## config.mk

```make
export PLATFORM = sky130hd
export DESIGN_NAME = wp_status_ctrl
export DESIGN_NICKNAME = d
export VERILOG_FILES = /design/src/rtl/wp_status_ctrl.sv
export SDC_FILE = /design/constraint.sdc
export NUM_CORES = 1
export LEC_CHECK = 0
export CAP_MARGIN = 10
export CORE_MARGIN = 4
export CORE_UTILIZATION = 41
export DETAILED_ROUTE_END_ITERATION = 7
export GPL_TIMING_DRIVEN = 1
export PLACE_DENSITY = 0.89
export SLEW_MARGIN = 20
export SYNTH_ARGS = -nofsm -noshare
export SYNTH_HDL_FRONTEND = slang
export SYNTH_SLANG_ARGS = --single-unit
```

## constraint.sdc

```tcl
create_clock -name clk -period 3.58 [get_ports clk]
set_input_delay 0.895 -clock clk [delete_from_list [all_inputs] [get_ports clk]]
set_output_delay 0.895 -clock clk [all_outputs]
set_load 0.05 [all_outputs]
```

## src/rtl/wp_status_ctrl.sv

```systemverilog
module wp_status_ctrl #(
  parameter int NUM_BLOCKS = 4,
  parameter int BLOCK_AW   = 15,
  parameter int SRW_CYCLES = 8,
  localparam int AW = BLOCK_AW + $clog2(NUM_BLOCKS)
) (
  input  logic          clk,
  input  logic          rst_n,
  input  logic          cs_n,
  input  logic          wp_n,
  input  logic          cmd_wren,
  input  logic          cmd_wrdi,
  input  logic          cmd_wrsr,
  input  logic [7:0]    wrsr_data,
  input  logic          seq_busy,
  input  logic [AW-1:0] chk_addr,
  output logic [7:0]    status_out,
  output logic          array_wr_ok,
  output logic          sr_wr_ok
);
  localparam int CW = $clog2(SRW_CYCLES + 1);

  logic          wel, wpen, pend, sr_busy, seq_q;
  logic [1:0]    bp;
  logic [2:0]    pend_bits;
  logic [CW-1:0] cnt;
  logic          busy, hw_lock, locked;

  assign busy    = sr_busy | seq_busy;
  assign hw_lock = wpen & ~wp_n;

  generate
    if (NUM_BLOCKS == 4) begin : g_quad
      logic [1:0] blk;
      assign blk    = chk_addr[AW-1 -: 2];
      assign locked = (bp == 2'b11) | (bp == 2'b10 & blk[1]) | (bp == 2'b01 & blk == 2'b11);
    end else begin : g_pair
      assign locked = (bp == 2'b11);
    end
  endgenerate

  assign array_wr_ok = wel & ~busy & ~locked;
  assign sr_wr_ok    = wel & ~busy & ~hw_lock;
  assign status_out  = busy ? 8'hFF : {wpen, 3'b000, bp, wel, 1'b0};

  always_ff @(posedge clk or negedge rst_n) begin
    if (!rst_n) begin
      wel <= 1'b0; wpen <= 1'b0; bp <= 2'b00; pend <= 1'b0;
      pend_bits <= 3'b000; sr_busy <= 1'b0; cnt <= '0; seq_q <= 1'b0;
    end else begin
      seq_q <= seq_busy;
      if (sr_busy) begin
        if (cnt == '0) begin
          sr_busy <= 1'b0;
          wpen    <= pend_bits[2];
          bp      <= pend_bits[1:0];
          wel     <= 1'b0;
        end else begin
          cnt <= cnt - CW'(1);
        end
      end else if (seq_q && !seq_busy) begin
        wel <= 1'b0;
      end else if (!seq_busy) begin
        if (pend) begin
          if (hw_lock) pend <= 1'b0;
          else if (cs_n) begin
            pend    <= 1'b0;
            sr_busy <= 1'b1;
            cnt     <= CW'(SRW_CYCLES - 1);
          end
        end else if (cmd_wrsr && sr_wr_ok) begin
          pend      <= 1'b1;
          pend_bits <= {wrsr_data[7], wrsr_data[3:2]};
        end else if (cmd_wren) begin
          wel <= 1'b1;
        end else if (cmd_wrdi) begin
          wel <= 1'b0;
        end
      end
    end
  end

  a_r9_wel_clear_at_end: assert property (@(posedge clk) disable iff (!rst_n)
    $fell(sr_busy) |-> !wel);
  a_r5_cycle_needs_wel: assert property (@(posedge clk) disable iff (!rst_n)
    $rose(sr_busy) |-> $past(wel));
  a_r8_wpen_held: assert property (@(posedge clk) disable iff (!rst_n)
    (wpen && !wp_n && !sr_busy) |=> wpen);
  a_r6_full_lock: assert property (@(posedge clk) disable iff (!rst_n)
    (status_out[3:2] == 2'b11 && !busy) |-> !array_wr_ok);
  a_r11_wel_clear_seq: assert property (@(posedge clk) disable iff (!rst_n)
    ($fell(seq_busy) && !sr_busy) |=> !wel);
endmodule

```

# Word level (Yosys, flattened, before mapping)
# Cells that the tools add are included.
totals:
  word_cells: 77
  mem_bits_rw: 0
  latch_bits: 0
  mem_bits_ro: 0
  in_bits: 33
  memories: 0
  regBits: 14
op_classes:
  multipliers: 0
  n_lt_le_gt_ge: 0
  div: 0
  add_sub_neg: 1
  n_mux: 27
  n_eq_ne: 12
  bitwise: 17
  n_reduce_logical: 12
  shifts: 0
ops:
  columns: ["op", "n"]
  rows:
  - ["$mux W4", 7]
  - ["$mux W1", 19]
  - ["$reduce_and A5 Y1", 2]
  - ["$mux W8", 1]
  - ["$not A1 Y1", 8]
  - ["$and A1 B1 Y1", 6]
  - ["$eq A2 B2 Y1 const B", 3]
  - ["$ne A2 B2 Y1 const B", 3]
  - ["$ne A3 B1 Y1 const B", 2]
  - ["$reduce_and A6 Y1", 1]
  - ["$logic_not A4 Y1", 1]
  - ["$ne A2 B1 Y1 const B", 2]
  - ["$reduce_bool A2 Y1", 2]
  - ["$reduce_bool A4 Y1", 1]
  - ["$sub A4 B1 Y4 const B", 1]
  - ["$ne A3 B3 Y1 const B", 1]
  - ["$or A1 B1 Y1", 3]
  - ["$reduce_and A3 Y1", 1]
  - ["$eq A2 B1 Y1 const B", 1]
  - ["$logic_and A1 B1 Y1", 2]
  - ["$reduce_and A2 Y1", 1]
  - ["$logic_not A1 Y1", 1]

# Logic depth before layout (Yosys ltp)
# Gate-level depths: netlist of the first run.
depth:
  ltp_word: 10
  depth_mapped: 5
  depth_no_buf: 5

# Worst setup path before layout of the first run
# No wires, ideal clock.
synth_timing:
  path_type: "input-to-output"
  startpoint: "input port seq_busy"
  endpoint: "output port array_wr_ok"
  n_path_buf: 0
  path_stages: 3
  required_ns: 2.685
  setup_slack_ns: 0.632
  arrival_time_ns: 2.053
  cell_sequence: "nor3b_2 nand2_1 a31oi_1"
synth_between:
  elab_chain_cells: 4
synth_lines:
  columns: ["item", "line", "rtl"]
  rows:
  - ["start, declared", "15", "input logic seq_busy,"]
  - ["$or A1 B1 Y1", "29", "assign busy = sr_busy | seq_busy;"]
  - ["$not A1 Y1", "42", "assign array_wr_ok = wel & ~busy & ~locked;"]
  - ["$and A1 B1 Y1 (2 in a row)", "42", null]
  - ["end, declared", "18", "output logic array_wr_ok,"]
# No other way between the ends.

# Worst setup path in the final report of the first run
# Ends and elaborated chain as after synthesis.

==> key figures, run 1 <==
Run status
  • Status: complete, no violations

Cells and area
  • Area grow syn2layout: 36.7%
  • Total Nets Final: 130
  • Area taken by multi-input logic gates: ~400 um^2
  • Layout cells sized above 1: 27.7%
  • Diodes inserted: 0
  • Filler instances: about 140
  • Storage element area: approximately 350 um^2

Global routing
  • Grt total ovfl: 0
  • Vias in the first global route: ~620
  • All-Layer GR Usage: approximately 13%
  • Largest net degree at the start of global routing: 16
  • Initial antenna violation count: 0
  • First-pass GRT wire length: 2600 um

Hold path
  • Worst Hold Endpoint: pend_bits[0]
  • Hold Crit Start: pend_bits[0]
  • Hold Path Class: register to register
  • Worst hold path stage count: 1

Synthesis
  • Post-Synth XOR/XNOR Area: 0%
  • Area leader, netlist: dfrtp_1
  • Post-Syn Nets: 108
  • Multiplexer share of the synthesized area: a little over a tenth
  • Synthesized area per cell: between 10 and 15 um^2
  • Complex-gate fraction of the synthesized area: 9.06%
  • FFs w/ async S/R, synth: 100%
  • Most common flop cell mapped by yosys: dfrtp_1
  • Sequential-to-total area share from yosys stat: 43.0%
  • Post-synthesis simple-gate area fraction: 26.0%
  • Ranking of synthesized cells by area: dfrtp_1, mux2_2, mux2_1
  • Synthesized area: 815 um^2
  • Post-Synth Adder-Cell Area: 3.07%
  • Synth Warn #: 0
  • Unique masters post-synth: 32
  • Post-synth EDFFs: 0
  • Largest family of logic cells by synthesized area: simple AND/OR/NAND/NOR gates
  • Syn Inst Count: 73
  • Top-area cell type share of the netlist area: a little over two fifths
  • Synth Register Bits: 14

Die
  • Num ports: 43
  • CORE AREA: ~1800 um^2
  • Row count: 15
  • Die Y: 52.6 um
  • Die W: 52.6 um
  • Initial Utilization: 45.2%
  • Die area: 2760 um^2

Route
  • DRT antenna net count: 0
  • 1st-iter DRT viols: 15
  • WL met2: 845 um
  • DR WL/cell: 13.5 um
  • Initial DRT Pass Iterations: 4
  • Wire length on met1: between 600 and 700 um
  • Via/cell ratio: roughly 5.3
  • Residual DRC: 0
  • Final wirelength: ~1600 um
  • Met3 Wirelength: 78 um
  • Max layer used: met4
  • Vias: 626

Place
  • GP Congestion: 0.771
  • DP Worst Slack: 0.496 ns
  • Final HPWL DP: 1300 um
  • Number of port buffers: 22

Timing
  • RSZ-0062 raised after global routing: no
  • Hold Worst Slack: ~0.5 ns
  • Fin worst setup slack: 0.485 ns
  • Worst-Margin Slew: about 0.62 ns
  • Final setup TNS: 0 ns
  • Slew headroom: 58.8%
  • Max Fclk: 323 MHz
  • Clock Skew: 0.00664 ns
  • Final Hold Viols: 0
  • Fin crit share: between 80 and 90%
  • Final setup vio count: 0
  • Final critical-path required period: 3.09 ns
  • Count of final max-slew check failures: 0

Critical path
  • R2r endpoint: cnt[0]
  • Worst r2r src: cnt[0]
  • Worst r2r path cells: 5
  • Crit path max fanout: 5
  • Worst setup EP type: output pin
  • Reg2reg setup slack: between 1.5 and 2 ns
  • Worst EP required: 2.68 ns
  • Arr. time, crit path: 2.20 ns
  • Crit path launch type: primary input
  • Critical path class: primary input to output pin

CTS
  • TritonCTS clock tree: done
  • Max Root-Sink Buffers: 2
  • Worst skew pair latency: around 0.28 ns
  • Clk sinks: 14
  • Post-CTS sizing: 0
  • Postcts setup bufs: 0
  • Num CTS Buffers: 3
  • Root buf cell: clkbuf_4
  • # hold bufs at CTS: 0
  • H-tree depth: 1
  • Clock slew at reported path FFs: 0.08 ns

Pwr
  • VDD IR max: 0.000373 V
  • Leakage power: 0.000494 uW
  • Pwr/cell area: ~780 nW/um^2

Job
  • Number of max-cap violations: 0
==> cells in the mapped netlist (all sizes together), types with 2 or more instances <==
cell    count
a31oi       2
inv         5
mux2        7
or3         4
nor2        2
buf         6
nand2       5
dfrtp      14
nor4b       2
nand3       2
nand3b      2
ha          2
nand2b      3
o21ai       2
==> layout by cell type (no fill, tap or decap), types with 2 or more instances in the layout <==
| cell type | Yosys | routed |
|---|---|---|
| buf_12 | 0 | 6 |
| clkbuf_4 | 0 | 3 |
| nand3b_1 | 2 | 2 |
| mux2_1 | 3 | 3 |
| clkdlybuf4s50_1 | 0 | 12 |
| mux2_2 | 4 | 4 |
| buf_4 | 4 | 5 |
| or3_1 | 4 | 4 |
| nand3_1 | 2 | 2 |
| a31oi_1 | 2 | 2 |
| nor4b_2 | 2 | 2 |
| o21ai_0 | 2 | 2 |
| nand2b_1 | 3 | 3 |
| ha_1 | 2 | 2 |
| dfrtp_1 | 14 | 14 |
| inv_1 | 5 | 5 |
| nand2_1 | 5 | 5 |
| nor2_1 | 2 | 2 |
==> flip-flops by register name, summed over array words and instances, names as in the netlist <==
name / cells
wel: 1
pend_bits: 3
cnt: 4
wpen: 1
seq_q: 1
sr_busy: 1
bp: 2
pend: 1
==> routing by layer <==
layer,global-route usage (%),up-vias
met5,0,-
met4,8.51,0
met3,2.56,7
met2,22.7,19
met1,13.6,295
li1,-,305
==> cells by family (layout without fill, tap and decap cells) <==
| group | count (synthesis) | after routing |
|---|---|---|
| multiplexers | 8 | 8 |
| AND/OR/NAND/NOR | 28 | 28 |
| flip-flops | 14 | 14 |
| AO/OA/AOI/OAI | 10 | 10 |
| buffers and inverters | 11 | 32 |
| adder cells (fa/ha/maj) | 2 | 2 |
==> through the flow <==
| stage | std cells | area [um^2] | power (uW) | util [%] |
|---|---|---|---|---|
| finish | 119 | 1110 | 865 | 61.8 |
| global placement | 115 | 1080 | 738 | 59.8 |
| CTS | 119 | 1110 | 873 | 61.8 |
| floorplan | 73 | 815 | 616 | - |
| detailed placement | 115 | 1080 | 761 | 59.8 |
| global route | 119 | 1110 | 918 | 61.8 |
==> report_power, final <==
group	switching [uW]	internal [uW]	total, uW
Sequential	78.2	226	305
Clock	51.4	61.8	113
Combinational	240	207	447
==> layout make-up <==
type | instances | area share (%)
timing repair buffer | 23 | 24.9
sequential | 14 | 31.5
inverter | 5 | 1.69
multi-input combinational | 48 | 35.8
clock buffer | 4 | 3.26
tap | 25 | 2.81
==> worst max-delay path, cell delays in order <==
cell and delay [ns]:
clkdlybuf4s50_1 0.44, nor3b_2 0.34, nand2_1 0.08, a31oi_1 0.26, buf_12 0.18
==> worst max-delay path by stage <==
| stage | startpoint | endpoint | slack, ns | cells past startpoint |
|---|---|---|---|---|
| floorplan | seq_busy | array_wr_ok | 0.63 | 3 |
| global placement | seq_busy | array_wr_ok | 0.50 | 5 |
| detailed placement | seq_busy | array_wr_ok | 0.50 | 5 |
| CTS | seq_busy | array_wr_ok | 0.49 | 5 |
| global route | seq_busy | array_wr_ok | 0.40 | 5 |
| finish | seq_busy | array_wr_ok | 0.49 | 5 |
(Power assumes the default switching activity.)
==> run 2: changes to the inputs <==
Settings changed: SETUP_SLACK_MARGIN from default to 0.3.
==> results of run 2 <==
Final layout, timing and power as in run 1 (identical DEF).
==> run 3: changes to the inputs <==
Settings changed: HOLD_SLACK_MARGIN from default to 0.03, PLACE_DENSITY 0.89 to 0.82.
==> key figures, run 3 (synthesized netlist as in run 1, its figures left out) <==
CTS
  • Post-CTS sizing: 0 (unchanged)
  • Root buf cell: clkbuf_4 (unchanged)
  • Worst skew pair latency: 0.27 ns (was 0.28 ns)
  • H-tree depth: 1 (unchanged)
  • Postcts setup bufs: 0 (unchanged)
  • Clock slew at reported path FFs: 0.07 ns (was 0.08 ns)
  • Clk sinks: 14 (unchanged)
  • Num CTS Buffers: 3 (unchanged)
  • Max Root-Sink Buffers: 2 (unchanged)
  • TritonCTS clock tree: done (unchanged)
  • # hold bufs at CTS: 0 (unchanged)

Global routing
  • Grt total ovfl: 0 (unchanged)
  • All-Layer GR Usage: 13.1% (was 12.9%)
  • Vias in the first global route: 625 (was 621)
  • Initial antenna violation count: 0 (unchanged)
  • Largest net degree at the start of global routing: 16 (unchanged)
  • First-pass GRT wire length: 2620 um (was 2600 um)

Run status
  • Status: complete, no violations (unchanged)

Pwr
  • Clock Power Share: 10.0% (was 13.1%)
  • Leakage power: 0.000487 uW (was 0.000494 uW)
  • VDD IR max: 0.000488 V (was 0.000373 V)
  • NetSw: 356 uW (was 370 uW)
  • Switching part of the total: 43.0% (was 42.7%)
  • Comb power frac: 53.6% (was 51.7%)
  • Seq pwr share: 36.3% (was 35.2%)
  • Int Power: 472 uW (was 496 uW)
  • Pwr/cell area: 753 nW/um^2 (was 777 nW/um^2)

Die
  • Initial Utilization: 45.2% (unchanged)
  • Row count: 15 (unchanged)
  • CORE AREA: 1800 um^2 (unchanged)
  • Die area: 2760 um^2 (unchanged)
  • Num ports: 43 (unchanged)
  • Die W: 52.6 um (unchanged)
  • Die Y: 52.6 um (unchanged)

Cells and area
  • Reg with most FFs: cnt (unchanged)
  • Diodes inserted: 0 (unchanged)
  • Layout cells sized above 1: 26.9% (was 27.7%)
  • Area grow syn2layout: 35.0% (was 36.7%)
  • Final design instance area without fill: 1100 um^2 (was 1110 um^2)
  • Total Nets Final: 130 (unchanged)
  • Top Registers: cnt: 4 flops, pend_bits: 3 flops, bp: 2 flops (unchanged)
  • Most frequent cells in the layout: dfrtp_1, clkdlybuf4s50_1, buf_12 (unchanged)
  • Max FFs per register: 4 (unchanged)
  • Most common cell after layout, fill and taps aside: dfrtp_1 (unchanged)

Timing
  • Max Fclk: 323 MHz (about the same)
  • Final setup TNS: 0 ns (unchanged)
  • Final setup vio count: 0 (unchanged)
  • Clock Skew: 0.00573 ns (was 0.00664 ns)
  • Final critical-path required period: 3.10 ns (was 3.09 ns)
  • Fin worst setup slack: 0.482 ns (was 0.485 ns)
  • Fin crit share: 86.5% (about the same)
  • Final Hold Viols: 0 (unchanged)
  • Slew headroom: 60.1% (was 58.8%)
  • Worst-Margin Slew: 0.597 ns (was 0.616 ns)
  • Count of final max-slew check failures: 0 (unchanged)
  • RSZ-0062 raised after global routing: no (unchanged)

Place
  • Number of port buffers: 22 (unchanged)
  • GP Congestion: 0.742 (was 0.771)
  • DP Worst Slack: 0.473 ns (was 0.496 ns)
  • Placed cell area: 1080 um^2 (unchanged)
  • Final HPWL DP: 1280 um (was 1300 um)

Critical path
  • Worst r2r path cells: 5 (unchanged)
  • R2r endpoint: cnt[0] (unchanged)
  • Crit path max fanout: 5 (unchanged)
  • Worst setup EP type: output pin (unchanged)
  • Reg2reg setup slack: 1.86 ns (was 1.82 ns)
  • Critical path class: primary input to output pin (unchanged)
  • Arr. time, crit path: 2.20 ns (about the same)
  • Worst r2r src: cnt[0] (unchanged)
  • Crit path launch type: primary input (unchanged)
  • Worst EP required: 2.68 ns (about the same)

Route
  • 1st-iter DRT viols: 2 (was 15)
  • Residual DRC: 0 (unchanged)
  • DR WL/cell: 13.3 um (was 13.5 um)
  • DRT antenna net count: 0 (unchanged)
  • Vias: 639 (was 626)
  • Final wirelength: 1560 um (was 1610 um)
  • Via/cell ratio: 5.42 (was 5.26)
  • Initial DRT Pass Iterations: 4 (unchanged)

Hold path
  • Hold Crit Start: pend_bits[2] (was pend_bits[0])
  • Worst Hold Endpoint: pend_bits[2] (was pend_bits[0])
  • Worst hold path stage count: 1 (unchanged)
  • Hold Path Class: register to register (unchanged)

Job
  • Number of max-cap violations: 0 (unchanged)
## run 3: changes by cell type in the layout (fill, tap and decap cells not counted)
cell      delta
clkbuf_8     -1
## run 3: stage by stage
stage               hold slack [ns]  util, %  total power [uW]  cells
CTS                           0.505     61.0               840    118
global route                  0.537     61.0               889    118
detailed placement            0.488     59.8               755    115
finish                        0.495     61.0               828    118
global placement              0.472     59.8               739    115
floorplan                     0.459        -               616     73
## run 3: routing by layer
| layer | vias up | GRT usage [%] | routed length (um) |
|---|---|---|---|
| li1 | 307 | - | - |
| met1 | 316 | 13.8 | 628 |
| met2 | 16 | 24.4 | 831 |
| met3 | 0 | 5.70 | 104 |
| met4 | 0 | 1.28 | 0 |
| met5 | - | 0 | 0 |
## run 3: how the worst max path moves through the flow
stage / start / to / slack (ns) / cells past startpoint
2_1_floorplan: seq_busy / array_wr_ok / 0.63 / 3
3_3_place_gp: seq_busy / array_wr_ok / 0.50 / 5
3_5_place_dp: seq_busy / array_wr_ok / 0.47 / 5
4_1_cts: seq_busy / array_wr_ok / 0.47 / 5
5_1_grt: seq_busy / array_wr_ok / 0.35 / 5
6_report: seq_busy / array_wr_ok / 0.48 / 5
## run 3: power groups by stage
stage	clock, uW	combinational, uW	sequential (uW)
2_1_floorplan	0	337	279
3_3_place_gp	0	438	301
3_5_place_dp	0	450	305
4_1_cts	87.4	451	302
5_1_grt	94.9	480	315
6_report	83.1	444	301
## run 3: area by class of cell
type,instances,area [um^2]
clock buffers,3,22.5
fillers,159,702
inverters,5,18.8
flip-flops and latches,14,350
repair buffers,23,278
well taps,25,31.3
multi-input cells,48,399
## run 3: worst max-delay path: stages
cell	delay, ns
clkdlybuf4s50_1	0.44
nor3b_2	0.33
nand2_1	0.10
a31oi_1	0.25
buf_12	0.18
